==> src/rtl/rxf_pkg.sv <==
package rxf_pkg;
  localparam int BYTE_W = 8;
  typedef logic [BYTE_W-1:0] byte_t;
endpackage

==> src/rtl/rxf_ctrl.sv <==
module rxf_ctrl #(
  parameter int DEPTH = 4,
  localparam int PTR_W = (DEPTH > 1) ? $clog2(DEPTH) : 1,
  localparam int CNT_W = $clog2(DEPTH + 1)
) (
  input  logic             clk,
  input  logic             rst_n,
  input  logic             rx_en,
  input  logic             flush,
  input  logic             push_valid,
  input  logic             brk_pulse,
  input  logic             brk_clr,
  input  logic             pop,
  output logic             push_accept,
  output logic             wr_en,
  output logic             wr_zero,
  output logic [PTR_W-1:0] wr_idx,
  output logic [PTR_W-1:0] rd_idx,
  output logic             empty,
  output logic             full,
  output logic             brk_flag
);
  logic [PTR_W-1:0] rd_ptr_q, rd_ptr_d;
  logic [CNT_W-1:0] cnt_q, cnt_d;
  logic             brk_q, brk_d;
  logic             do_pop, do_brk, overwrite, grow;

  // status decode
  always_comb begin
    empty = (cnt_q == '0);
    full  = (cnt_q == CNT_W'(DEPTH));
  end

  // next-state
  always_comb begin
    do_pop      = pop & ~empty & ~flush;
    do_brk      = brk_pulse & ~flush;
    push_accept = push_valid & rx_en & ~full & ~brk_pulse & ~flush;
    overwrite   = do_brk & full & ~do_pop;
    wr_en       = do_brk | push_accept;
    wr_zero     = do_brk;
    grow        = wr_en & ~overwrite;
    if (overwrite) wr_idx = rd_ptr_q + PTR_W'(DEPTH - 1);
    else           wr_idx = rd_ptr_q + cnt_q[PTR_W-1:0];
    rd_idx = rd_ptr_q;

    if (flush) begin
      cnt_d    = '0;
      rd_ptr_d = '0;
    end else begin
      cnt_d    = cnt_q - CNT_W'(do_pop) + CNT_W'(grow);
      rd_ptr_d = rd_ptr_q + PTR_W'(do_pop);
    end

    if (brk_pulse)    brk_d = 1'b1;
    else if (brk_clr) brk_d = 1'b0;
    else              brk_d = brk_q;
  end

  // registers
  always_ff @(posedge clk or negedge rst_n) begin
    if (!rst_n) begin
      cnt_q    <= '0;
      rd_ptr_q <= '0;
      brk_q    <= 1'b0;
    end else begin
      cnt_q    <= cnt_d;
      rd_ptr_q <= rd_ptr_d;
      brk_q    <= brk_d;
    end
  end

  assign brk_flag = brk_q;
endmodule

==> src/rtl/rxf_store.sv <==
module rxf_store
  import rxf_pkg::*;
#(
  parameter int DEPTH = 4,
  localparam int PTR_W = (DEPTH > 1) ? $clog2(DEPTH) : 1
) (
  input  logic             clk,
  input  logic             wr_en,
  input  logic [PTR_W-1:0] wr_idx,
  input  byte_t            wr_data,
  input  logic [PTR_W-1:0] rd_idx,
  output byte_t            rd_data
);
  byte_t mem_q [DEPTH];

  // one enable per entry
  for (genvar g = 0; g < DEPTH; g++) begin : g_ent
    logic ent_we;
    assign ent_we = wr_en & (wr_idx == PTR_W'(g));
    always_ff @(posedge clk) begin
      if (ent_we) mem_q[g] <= wr_data;
    end
  end

  assign rd_data = mem_q[rd_idx];
endmodule

==> src/rtl/rx_byte_fifo4.sv <==
module rx_byte_fifo4
  import rxf_pkg::*;
#(
  parameter int DEPTH = 4,
  localparam int PTR_W = (DEPTH > 1) ? $clog2(DEPTH) : 1
) (
  input  logic       clk,
  input  logic       rst_n,
  input  logic       rx_en,
  input  logic       flush,
  input  logic       push_valid,
  input  logic [7:0] push_data,
  output logic       push_accept,
  input  logic       brk_pulse,
  input  logic       brk_clr,
  input  logic       pop,
  output logic [7:0] pop_data,
  output logic       rdy,
  output logic       full,
  output logic       brk_flag
);
  logic             wr_en, wr_zero, empty;
  logic [PTR_W-1:0] wr_idx, rd_idx;
  byte_t            wr_data, head;

  rxf_ctrl #(.DEPTH(DEPTH)) u_ctrl (
    .clk        (clk),
    .rst_n      (rst_n),
    .rx_en      (rx_en),
    .flush      (flush),
    .push_valid (push_valid),
    .brk_pulse  (brk_pulse),
    .brk_clr    (brk_clr),
    .pop        (pop),
    .push_accept(push_accept),
    .wr_en      (wr_en),
    .wr_zero    (wr_zero),
    .wr_idx     (wr_idx),
    .rd_idx     (rd_idx),
    .empty      (empty),
    .full       (full),
    .brk_flag   (brk_flag)
  );

  assign wr_data = wr_zero ? byte_t'(0) : byte_t'(push_data);

  rxf_store #(.DEPTH(DEPTH)) u_store (
    .clk    (clk),
    .wr_en  (wr_en),
    .wr_idx (wr_idx),
    .wr_data(wr_data),
    .rd_idx (rd_idx),
    .rd_data(head)
  );

  assign pop_data = empty ? 8'h00 : head;
  assign rdy      = ~empty;
endmodule

==> config.mk <==
export PLATFORM = sky130hd
export DESIGN_NAME = rx_byte_fifo4
export DESIGN_NICKNAME = d
export VERILOG_FILES = /design/src/rtl/rxf_pkg.sv /design/src/rtl/rxf_ctrl.sv /design/src/rtl/rxf_store.sv /design/src/rtl/rx_byte_fifo4.sv
export SDC_FILE = /design/constraint.sdc
export NUM_CORES = 1
export LEC_CHECK = 0
export BUFFER_PORTS_ARGS = -buffer_cell sky130_fd_sc_hd__buf_2
export CAP_MARGIN = 25
export CORE_MARGIN = 5
export CORE_UTILIZATION = 30
export CTS_CLUSTER_DIAMETER = 200
export DETAILED_ROUTE_END_ITERATION = 6
export PLACE_DENSITY_LB_ADDON = 0.12
export REMOVE_ABC_BUFFERS = 1
export SYNTH_ARGS = -nofsm -noshare
export SYNTH_HDL_FRONTEND = slang
export SYNTH_SLANG_ARGS = --single-unit
==> constraint.sdc <==
create_clock -name clk -period 5 [get_ports clk]
set_input_delay 1 -clock clk [delete_from_list [all_inputs] [get_ports clk]]
set_output_delay 1 -clock clk [all_outputs]
set_load 0.005 [all_outputs]
==> results.txt <==
Yosys top cell area share -> 55.77%
Max Cap Viol -> 0
I/O pin total -> 28
Max VDD drop -> 146.9 uV
Hold Path Class -> reg -> reg
Hold depth -> 1
Status -> completed
Num CTS Buffers -> 5
Commonest cells post-synth -> edfxtp_1 (32), nor2b_1 (10), and2_1 (8), mux4_2 (8)
Non-filler cells, final -> 211
Nets@finish -> 160
Pre-CTS WS -> 1.379 ns
Routed Antenna Nets -> 0
Die ar. -> 7358 um2
CTS Hold Bufs -> 0
Max clock buf depth -> 2
Post-synth top area cell -> edfxtp_1
Hold worst-path end -> u_ctrl.brk_flag$_DFFE_PN0P_
Largest net degree at the start of global routing -> 14
Max-slew violation count -> 0
Slew HR -> 31.19%
Post-Route WL -> 3408 um
Worst Clk Skew -> 0.007946 ns
Root Buffer -> clkbuf_8
Avg Cell Area, Syn -> 16.25 um2
Max frequency -> 307.6 MHz
Post-Syn Area -> 1723 um2
PostCTS Resize Cnt -> 0
Clock Sinks -> 38
Layout cells sized above 1 -> 33.81%
CTS H-tree depth -> 2
Worst flop-to-flop path startpoint -> u_ctrl.cnt_q[1]$_DFF_PN0_
Post-synthesis sequential area ratio -> 64.49%
Power consumption -> 0.9692 mW
Hold Vio Cnt, Final -> 0
Overflow after GRT -> 0
Number of diodes -> 0
Fin crit share -> 65.01%
Post-synth EDFFs -> 32
Reg2reg path depth -> 6
Cells after Synth -> 106
# rows -> 27
Worst-Margin Slew -> 1.024 ns
Endpoints failing setup -> 0
Vias in the first global route -> 1081
Synthesized flop and latch total -> 38
Post-CTS Setup Inserts -> 0
Worst setup path category -> in -> reg
Worst Setup End Kind -> register
Core ar. -> 5540 um2
Area contributors post-synth -> edfxtp_1 (56%), mux4_2 (10%), dfrtp_1 (8.7%), nor2b_1 (3.6%), and2_1 (2.9%)
WP data arrival -> 3.14 ns
Vias per cell -> 4.578
Die height -> 85.78 um
Synth cell types -> 26
CP max FO -> 13
Synth Flop Type -> edfxtp_1
Synth-to-layout area growth -> 19.10%
Vias -> 966
Placed inst area -> 1942 um2
Wire length per cell -> 16.15 um
Leakage Power -> 0.7780 nW
Starting Density -> 31.10%
Reg-to-reg endpoint -> u_store.mem_q[2][3]$_DFFE_PP_
First-iteration detailed-routing DRC count -> 23
Reg clk slew, reported paths -> 0.06 ns
# port buffers -> 27
First-pass GRT wire length -> 5589 um
Width of the die -> 85.78 um
Most frequent cell after synthesis -> edfxtp_1
Syn. warnings -> 0
Total Routing Usage GR -> 10.28%
# DRC -> 0
Crit path required time -> 4.89 ns
Hold path start -> u_ctrl.brk_flag$_DFFE_PN0P_
Setup ws final -> 1.749 ns
Fin Setup TNS -> 0 ns
RSZ-0062 raised after global routing -> no
Initial antenna violation count -> 0
Post-synth ARST share -> 15.79%
Min cycle time layout -> 3.251 ns
Placed cells -> 203
CTS tree -> built
Flop-to-flop setup slack -> 2.08 ns
DP Wirelength -> 2491 um
Router iterations before antenna repair -> 4
Later-pin clock latency in the skew report -> 0.28 ns
Pwr/cell area -> 472.3 nW/um2
Worst setup SP type -> input pin
Routability cong. -> 0.7698
Final instance area -> 2052 um2
per-stage QoR:
stage | hold WS [ns] | util (%)
2_1_floorplan | 0.4768 | -
3_3_place_gp | 0.5510 | 35.05
3_5_place_dp | 0.4927 | 35.05
4_1_cts | 0.5079 | 36.90
5_1_grt | 0.5337 | 37.04
6_report | 0.5158 | 37.04
flip-flops by register name, indices dropped and copies added (netlist names):
register / cells
u_ctrl.rd_idx: 2
u_ctrl.cnt_q: 3
u_store.mem_q: 32
u_ctrl.brk_flag: 1
logic make-up after synthesis:
group           share of synthesized area (%)
compound gates                          3.268
xor+xnor                                3.050
fa+ha+maj                               4.067
buf+inv                                 2.106
flops                                   64.49
mux                                     10.46
simple gates                            12.56
power by group:
| part | switching, mW | leakage (nW) | total, mW | internal, mW |
|---|---|---|---|---|
| Clock | 0.0947 | 0.0517 | 0.239 | 0.144 |
| Sequential | 0.0350 | 0.372 | 0.437 | 0.402 |
| Combinational | 0.148 | 0.354 | 0.294 | 0.146 |
| Total | 0.278 | 0.778 | 0.969 | 0.692 |
how the worst max path moves through the flow:
stage / startpoint / slack [ns] / endpoint / cells past startpoint
finish: flush / 1.75 / u_store.mem_q[2][3]$_DFFE_PP_ / 7
global route: flush / 1.60 / u_store.mem_q[2][3]$_DFFE_PP_ / 7
CTS: flush / 1.68 / u_store.mem_q[2][3]$_DFFE_PP_ / 7
global placement: flush / 1.53 / u_store.mem_q[2][1]$_DFFE_PP_ / 7
detailed placement: flush / 1.38 / u_store.mem_q[2][1]$_DFFE_PP_ / 7
floorplan: flush / 2.16 / u_store.mem_q[0][0]$_DFFE_PP_ / 6
routing by layer:
layer	global-route usage, %	vias to the layer above	wire (um)
met3	2.978	4	155
met2	17.30	24	1663
met4	3.885	0	34
met5	0	-	0
met1	12.47	480	1555
li1	-	458	-
critical path: stages:
cell,delay (ns)
buf_2,0.18
nand2b_1,0.30
o31ai_1,0.27
ha_1,0.21
xnor2_1,0.18
xnor2_1,0.15
nor4_2,0.85
layout by cell type, fill, tap and decap left out, types with 2 or more instances in the layout:
master and count:
edfxtp_1 32, buf_2 27, nor2b_1 10, mux4_2 8, and2_1 8, inv_1 6
dfrtp_1 6, nor2_1 5, clkbuf_8 5, xnor2_1 4, ha_1 4, nor3_1 2
nor3b_1 2, xor2_1 2, nor4_2 2, and3_1 2, buf_4 2
final cells by class:
| cell class | instances | area, um2 |
|---|---|---|
| fillers | 548 | 3488 |
| inverters | 6 | 22.52 |
| multi-input cells | 59 | 575.6 |
| clock inverters | 2 | 33.78 |
| clock buffers | 5 | 68.82 |
| well taps | 72 | 90.09 |
| flip-flops and latches | 38 | 1111 |
| repair buffers | 29 | 150.1 |
Note: power is estimated with default switching activity, not from simulation.
